===== src/rtl/exs_pkg.sv =====
// Package: shared codes for the execution stage.
// Assumes operand width is set at the top; codes here are width-free.
package exs_pkg;

    typedef enum logic [2:0] {
        UNIT_NOP   = 3'd0,
        UNIT_ADD   = 3'd1,
        UNIT_LOGIC = 3'd2,
        UNIT_SHIFT = 3'd3,
        UNIT_PRIO  = 3'd4
    } unit_e;

    typedef enum logic [1:0] {
        AOP_ADD  = 2'd0,
        AOP_ADDC = 2'd1,
        AOP_SUB  = 2'd2,
        AOP_SUBC = 2'd3
    } add_op_e;

    typedef enum logic [2:0] {
        LOP_AND  = 3'd0,
        LOP_XOR  = 3'd1,
        LOP_OR   = 3'd2,
        LOP_NOR  = 3'd3,
        LOP_NAND = 3'd4
    } logic_op_e;

    typedef enum logic [1:0] {
        CSEL_OVF   = 2'd0,
        CSEL_CARRY = 2'd1,
        CSEL_GT    = 2'd2,
        CSEL_TRUE  = 2'd3
    } cond_sel_e;

endpackage


===== src/rtl/exs_adder.sv =====
// Adder/subtractor with flags.
// op[1] inverts the first operand; op[0] supplies a carry-in of one.
// Assumes W >= 2. Purely combinational.
module exs_adder #(
    parameter int W = 32
) (
    input  logic [W-1:0] a,
    input  logic [W-1:0] b,
    input  logic [1:0]   op,
    output logic [W-1:0] sum,
    output logic         carry,
    output logic         ovf,
    output logic         gt
);
    logic [W-1:0] in1;
    logic [W:0]   wide;

    // Condition first operand and form the extended sum.
    always_comb begin
        in1  = op[1] ? ~a : a;
        wide = {1'b0, in1} + {1'b0, b} + {{W{1'b0}}, op[0]};
    end

    assign sum   = wide[W-1:0];
    assign carry = wide[W];

    // Derive overflow and greater-than from sign bits.
    always_comb begin
        ovf = (in1[W-1] == b[W-1]) && (sum[W-1] != in1[W-1]);
        gt  = (in1[W-1] != b[W-1]) ? carry : a[W-1];
    end

    // Guard: overflow only with matching input signs.
    always_comb begin

        if (ovf) begin
            ovf_sign_chk: assert (in1[W-1] == b[W-1] && sum[W-1] != b[W-1]);
        end
    end
endmodule


===== src/rtl/exs_logic.sv =====
// Bitwise logic unit. Codes above the last function raise bad_op and give zero.
// Assumes the op codes of exs_pkg.
module exs_logic
    import exs_pkg::*;
#(
    parameter int W = 32
) (
    input  logic [W-1:0] a,
    input  logic [W-1:0] b,
    input  logic [2:0]   op,
    output logic [W-1:0] y,
    output logic         bad_op
);
    // Pick the bitwise function.
    always_comb begin
        bad_op = 1'b0;
        case (op)
            LOP_AND:  y = a & b;
            LOP_XOR:  y = a ^ b;
            LOP_OR:   y = a | b;
            LOP_NOR:  y = ~(a | b);
            LOP_NAND: y = ~(a & b);
            default: begin
                y      = '0;
                bad_op = 1'b1;
            end
        endcase
    end

    // Guard: an unknown code never leaks data.
    always_comb begin

        if (bad_op) begin
            logic_bad_zero_chk: assert (y == '0);
        end
    end
endmodule


===== src/rtl/exs_shifter.sv =====
// Funnel shifter: {hi,lo} shifted right, low W bits kept.
// Assumes SW is wide enough to reach 2*W-1.
module exs_shifter #(
    parameter int W  = 32,
    parameter int SW = $clog2(2 * W)
) (
    input  logic [W-1:0]  lo,
    input  logic [W-1:0]  hi,
    input  logic [SW-1:0] amt,
    output logic [W-1:0]  y
);
    assign y = W'({hi, lo} >> amt);

    // Guard: zero shift passes the low word through.
    always_comb begin

        if (amt == '0) begin
            shift_zero_chk: assert (y == lo);
        end
    end
endmodule


===== src/rtl/exs_prio.sv =====
// Leading-one priority encoder: index of highest set bit, or W for zero.
// Assumes PW bits can hold the value W.
module exs_prio #(
    parameter int W  = 32,
    parameter int PW = $clog2(W) + 1
) (
    input  logic [W-1:0]  x,
    output logic [PW-1:0] idx
);
    // Scan upward; the highest set bit writes last.
    always_comb begin
        idx = PW'(W);
        for (int i = 0; i < W; i++) begin
            if (x[i]) idx = PW'(i);
        end
    end

    // Guard: index range and zero code.
    always_comb begin

        prio_range_chk: assert (idx <= PW'(W));

        if (x == '0) begin
            prio_zero_chk: assert (idx == PW'(W));
        end else begin
            prio_hit_chk: assert (x[idx[PW-2:0]] == 1'b1);
        end
    end
endmodule


===== src/rtl/exs_stage.sv =====
// Execution stage top: four units, result select and condition select.
// The adder always runs so its flags are valid for every unit code.
// Assumes operands are stable for the evaluation; no state is held.
module exs_stage
    import exs_pkg::*;
#(
    parameter int W  = 32,
    parameter int SW = $clog2(2 * W)
) (
    input  logic [W-1:0]  d1,
    input  logic [W-1:0]  d2,
    input  logic [2:0]    unit_sel,
    input  logic [1:0]    add_op,
    input  logic [2:0]    logic_op,
    input  logic [SW-1:0] shamt,
    input  logic [1:0]    cond_sel,
    output logic [W-1:0]  result,
    output logic          result_valid,
    output logic          cond_out,
    output logic          illegal_op
);
    localparam int PW = $clog2(W) + 1;

    logic [W-1:0]  add_sum;
    logic          f_carry;
    logic          f_ovf;
    logic          f_gt;
    logic [W-1:0]  lu_y;
    logic          lu_bad;
    logic [W-1:0]  sh_y;
    logic [PW-1:0] pr_idx;

    exs_adder #(.W(W)) u_adder (
        .a(d1), .b(d2), .op(add_op),
        .sum(add_sum), .carry(f_carry), .ovf(f_ovf), .gt(f_gt)
    );

    exs_logic #(.W(W)) u_logic (
        .a(d1), .b(d2), .op(logic_op), .y(lu_y), .bad_op(lu_bad)
    );

    exs_shifter #(.W(W), .SW(SW)) u_shift (
        .lo(d1), .hi(d2), .amt(shamt), .y(sh_y)
    );

    exs_prio #(.W(W), .PW(PW)) u_prio (
        .x(d1), .idx(pr_idx)
    );

    // Route the selected unit to the result and flag bad codes.
    always_comb begin
        result       = '0;
        result_valid = 1'b1;
        illegal_op   = 1'b0;
        case (unit_sel)
            UNIT_NOP: begin
                result       = add_sum;
                result_valid = 1'b0;
            end
            UNIT_ADD:   result = add_sum;
            UNIT_LOGIC: begin
                result       = lu_y;
                illegal_op   = lu_bad;
                result_valid = ~lu_bad;
            end
            UNIT_SHIFT: result = sh_y;
            UNIT_PRIO:  result = {{(W - PW){1'b0}}, pr_idx};
            default: begin
                result_valid = 1'b0;
                illegal_op   = 1'b1;
            end
        endcase
    end

    // Choose the flag presented on the condition output.
    always_comb begin
        case (cond_sel)
            CSEL_OVF:   cond_out = f_ovf;
            CSEL_CARRY: cond_out = f_carry;
            CSEL_GT:    cond_out = f_gt;
            default:    cond_out = 1'b1;
        endcase
    end

    // Guard: output-level rules across units.
    always_comb begin

        if (illegal_op) begin
            illegal_zero_chk: assert (result == '0 && !result_valid);
        end

        if (unit_sel == UNIT_NOP) begin
            nop_invalid_chk: assert (!result_valid && !illegal_op);
        end

        if (cond_sel == CSEL_TRUE) begin
            cond_true_chk: assert (cond_out);
        end

        if (result_valid) begin
            valid_legal_chk: assert (!illegal_op && unit_sel != UNIT_NOP);
        end
    end
endmodule


===== config.mk =====
export PLATFORM = sky130hd
export DESIGN_NAME = exs_stage
export DESIGN_NICKNAME = d
export VERILOG_FILES = /design/src/rtl/exs_pkg.sv /design/src/rtl/exs_adder.sv /design/src/rtl/exs_logic.sv /design/src/rtl/exs_shifter.sv /design/src/rtl/exs_prio.sv /design/src/rtl/exs_stage.sv
export SDC_FILE = /design/constraint.sdc
export NUM_CORES = 1
export LEC_CHECK = 0
export CAP_MARGIN = 25
export CELL_PAD_IN_SITES_DETAIL_PLACEMENT = 1
export CELL_PAD_IN_SITES_GLOBAL_PLACEMENT = 2
export CORE_ASPECT_RATIO = 1.4
export CORE_MARGIN = 2
export CORE_UTILIZATION = 34
export DETAILED_ROUTE_END_ITERATION = 8
export GPL_TIMING_DRIVEN = 0
export PLACE_DENSITY_LB_ADDON = 0.25
export SYNTH_ARGS = -nofsm -noshare
export SYNTH_HDL_FRONTEND = slang
export SYNTH_SLANG_ARGS = --single-unit

===== constraint.sdc =====
create_clock -name vclk -period 7.13
set_clock_uncertainty 0.2 [all_clocks]
set_input_delay 1.426 -clock vclk [all_inputs]
set_output_delay 1.426 -clock vclk [all_outputs]
set_load 0.05 [all_outputs]

==> impl_metrics.toml, run 1 <==
[setup_path]
start_kind = "input port"
crit_path_start = "shamt[1]"
cp_data_arrival_time_ns = 5.44
max_stage_delay_ns = 0.83
critPathBufInv = 5
crit_path_top_delay_cell = "clkdlybuf4s50_1"
crit_required_ns = 5.50
worstSetupEndpointType = "output pin"
crit_type = "input port to output pin"
cp_max_fo = 10
worstPathCellList = "clkdlybuf4s50_1 > buf_4 > buf_2 > buf_2 > nor3_1 > mux4_2 > a22oi_1 > nand2_1 > o21ai_1 > o21ai_1 > clkdlybuf4s50_1"
crit_family = "buffers and inverters"

[layout]
design_area_um2 = 10200
regArea_um2 = 0
flops_and_latches = 0
layout.nets = 1431
n_fill_cell = 3149
multi_input_area_um2 = 7920
clock_buffers = 0
drive_gt1_frac = 0.111
area_delta_synth_final_pct = 18.4

[global_route]
grt_max_degree = 11
grt_pass1_wl_um = 73300
grt_usage = 0.376
antenna_found_initial = 1
grt_pass1_vias = 10500
grt.overflow.total = 0

[run_status]
status = "finished clean"

[route]
dr.pass1.iters = 5
viasPerCell = 6.55
num_vias = 10300
wl_per_cell_um = 32.6
wl_um = 51100
antenna_left = 0
route.detailed.drc = 0
drt_iter0_markers = 877

[die]
die_x_um = 138
die-height_um = 192
rows = 68
core_um2 = 24800
ios = 115
initial_core_util = 0.347
die_area_um2 = 26600

[synth]
yosysWarnings = 0
syn_area_um2 = 8590
yosysMostFrequentCell = "nor2_1"
synth_cell_types = 67
synth_top_cell_area_share = 0.168
yosys-top-cells-area = "mux4_2 17%, ha_1 14%, mux2i_1 10%, a21oi_1 5.3%, xnor2_1 4.5%"
ys_seq_area_frac = 0
syn_inst = 1141
syn_nets = 1318
syn_area_per_cell_um2 = 7.53
yosys-top-cells-count = "99 x nor2_1, 95 x ha_1, 94 x nand2_1, 91 x a21oi_1, 89 x mux2i_1"
yosysTopAreaCell = "mux4_2"

[timing]
fmax_mhz = 142
fin_crit_sh = 0.991
relSlewSlack = 0.249
tightest_slew_ns = 1.10
finalWorstSetupSlack_ns = 0.0634
post-route-min-period_ns = 7.07
hold_viol = 0
finalSetupViolations = 0
rsz0062_at_grt = "no"
report.final.slew_viol_count = 0

[placed_design]
post-place-ws_ns = -1.08
port_buffers = 109
place.gp.congestion = 0.989
place_area_um2 = 10100
dpl.hpwl_um = 41800

[flow_run]
cap_violations = 0

[clock_network]
postCtsSetupBuffers = 0

[min_path]
hp-class = "input port to output pin"
hold_start = "unit_sel[2]"
==> placed cells by master (no fill, tap or decap), types with 6 or more instances in the layout <==
cell type | Yosys | final
a31oi_1 | 6 | 6
mux2i_1 | 89 | 89
buf_1 | 14 | 12
mux4_2 | 64 | 64
ha_1 | 95 | 95
and2_1 | 8 | 8
dlymetal6s2s_1 | 0 | 10
nor4_1 | 13 | 13
clkdlybuf4s50_1 | 0 | 89
nor2_1 | 99 | 99
o211ai_1 | 9 | 9
nor3_1 | 20 | 20
o21ai_1 | 16 | 18
a211oi_1 | 12 | 10
o221ai_1 | 6 | 6
a21o_1 | 9 | 9
nand2_1 | 94 | 94
nand2b_1 | 10 | 10
inv_1 | 77 | 77
o21a_1 | 8 | 8
clkbuf_2 | 0 | 10
a21oi_1 | 91 | 89
clkbuf_1 | 59 | 50
a22oi_1 | 8 | 8
xor2_1 | 41 | 41
mux2_2 | 24 | 24
dlygate4sd2_1 | 0 | 7
a221oi_1 | 10 | 9
buf_2 | 17 | 19
o22ai_1 | 39 | 39
nand3_1 | 11 | 11
o21ai_0 | 57 | 55
xnor2_1 | 44 | 44
==> tightest hold or removal path, delay by kind of cell <==
| family | cells | cell delay, ns |
|---|---|---|
| AND/OR/NAND/NOR | 3 | 0.37 |
| buffers and inverters | 3 | 0.67 |
==> kinds of logic after synthesis <==
family,share of synthesized area
mux,0.303
fa+ha+maj,0.143
xor+xnor,0.0867
compound gates,0.236
simple gates,0.148
buf+inv,0.0825
==> final timing paths <==
check | slack, ns | to | cells after the start
setup / recovery | 0.06 | result[11] | 11
hold / removal | 3.68 | result[1] | 6
==> through the flow <==
step,setup TNS [ns],hold slack (ns),util,instances
after detailed placement,-9.42,3.70,0.408,1567
after global placement,-17.98,3.69,0.407,1565
after global routing,0,3.76,0.411,1567
after CTS,-0.0189,3.70,0.409,1567
after floorplan,0,3.04,-,1141
final,0,3.68,0.411,1568
==> layout make-up <==
type                       count  area share
antenna                        1    0.000246
buffer                        96      0.0415
inverter                      80      0.0295
multi-input combinational    965       0.779
tap                          315      0.0388
timing repair buffer         111       0.111
==> routing by layer <==
layer,global-route usage,wire length (um),vias to the layer above
li1,-,-,4460
met1,0.447,19500,5117
met2,0.649,24000,523
met3,0.0347,3350,171
met4,0.249,4270,0
met5,0,0,-
==> repair_timing <==
action,CTS,global route
resized for setup,27,24
pin swaps,1,0
endpoints found under the setup margin,21,17
hold buffers,0,0
hold endpoints to repair,0,0
==> run 2: changes to the inputs <==
--- a/config.mk
+++ b/config.mk
@@ -5,7 +5,7 @@
 export SDC_FILE = /design/constraint.sdc
 export NUM_CORES = 1
 export LEC_CHECK = 0
-export CAP_MARGIN = 25
+export CAP_MARGIN = 10
 export CELL_PAD_IN_SITES_DETAIL_PLACEMENT = 1
 export CELL_PAD_IN_SITES_GLOBAL_PLACEMENT = 2
 export CORE_ASPECT_RATIO = 1.4
==> impl_metrics.toml, run 2 (synthesized netlist as in run 1, its figures left out) <==
[run_status]
status = "finished clean"

[die]
core_um2 = 24800
die-height_um = 192
die_area_um2 = 26600
rows = 68
die_x_um = 138
ios = 115
initial_core_util = 0.347

[layout]
post-route-util = 0.411
antenna_cells = 0
drive_gt1_frac = 0.116
regArea_um2 = 0
final_cell_mix = "99 x nor2_1, 95 x ha_1, 94 x nand2_1"
layout.nets = 1430
clock_buffers = 0
mostFrequentLayoutCell = "nor2_1"
fin_cells = 1566
area_delta_synth_final_pct = 18.5
flops_and_latches = 0

[setup_path]
max_stage_delay_ns = 0.83
cp_data_arrival_time_ns = 5.50
cp_max_fo = 10
crit_family = "buffers and inverters"
crit_type = "input port to output pin"
crit_path_top_delay_cell = "clkdlybuf4s50_1"
critPathBufInv = 5
worstPathCellList = "clkdlybuf4s50_1 > buf_4 > buf_2 > buf_2 > nor3_1 > mux4_2 > a22oi_1 > nand2_1 > o21ai_1 > o21ai_1 > clkdlybuf4s50_1"
worstSetupEndpointType = "output pin"
start_kind = "input port"
crit_required_ns = 5.50

[route]
drt_iter0_markers = 893
dr.pass1.iters = 5
antenna_left = 0
viasPerCell = 6.52
route.detailed.drc = 0
wl_um = 51100
num_vias = 10200
wl_per_cell_um = 32.6

[placed_design]
dpl.hpwl_um = 41700
place.gp.congestion = 0.989
placedCellCount = 1566
port_buffers = 109

[timing]
finalSetupViolations = 0
relSlewSlack = 0.293
fmax_mhz = 140
hold_viol = 0
report.final.slew_viol_count = 0
post-route-min-period_ns = 7.12
rsz0062_at_grt = "no"
tightest_slew_ns = 1.03
fin_crit_sh = 0.999

[global_route]
antenna_found_initial = 2
grt_usage = 0.378
grt_pass1_vias = 10500
grt_pass1_wl_um = 73800
grt.overflow.total = 0
grt_max_degree = 11

[power]
vdd_drop_max_mv = 0.0558
p_leak_nw = 4.36
power_density_nw_per_um2 = 108

[flow_run]
cap_violations = 0

[clock_network]
postCtsSetupBuffers = 0
hold_buffers = 0

[min_path]
hp-class = "input port to output pin"
[run 2: worst min-delay path: stages]
cell,delay (ns)
clkbuf_1,0.17
inv_1,0.18
nor3_1,0.16
nand4_1,0.11
nand3_1,0.08
dlymetal6s2s_1,0.31
[run 2: metrics by stage]
stage,setup slack (ns),cell area (um^2),TNS (ns),hold WS [ns],power (W)
final,0.00531,10200,0,3.67,0.00110
after global placement,-1.41,10100,-17.98,3.69,0.00107
after CTS,-0.0264,10100,-0.0264,3.70,0.00108
after detailed placement,-1.46,10100,-18.69,3.70,0.00107
after floorplan,0.124,8590,0,3.04,0.000678
after global routing,0.000713,10200,0,3.77,0.00117
[run 2: routing by layer]
metal	GRT usage	vias to the layer above	part of all wire
li1	-	4452	-
met1	0.443	5080	0.38
met3	0.0536	166	0.071
met2	0.650	504	0.47
met4	0.240	4	0.085
met5	0	-	0.00043
[run 2: where the power goes]
| group | internal, W | leakage, nW | switching (W) |
|---|---|---|---|
| clock | 0 | 0 | 0 |
| sequential | 0 | 0 | 0 |
| combinational | 0.000400 | 4.36 | 0.000703 |
| total | 0.000400 | 4.36 | 0.000703 |
[run 2: area by class of cell]
type	instances	area, um^2
buffer	96	430
fill	3108	14600
inverter	80	300
multi-input combinational	965	7940
tap	315	394
timing repair buffer	110	1110
[run 2: path summary, 6_finish.rpt]
kind / from / to / slack, ns / cells past startpoint
worst max-delay path: shamt[1] / result[11] / 0.005 / 11
worst min-delay path: unit_sel[2] / result[1] / 3.67 / 6
[run 2: timing repair]
item | 4_1_cts | 5_1_grt
setup endpoints to repair | 28 | 20
gates resized for setup | 35 | 30
pin swaps | 1 | 1
Note: power is estimated with default switching activity, not from simulation.
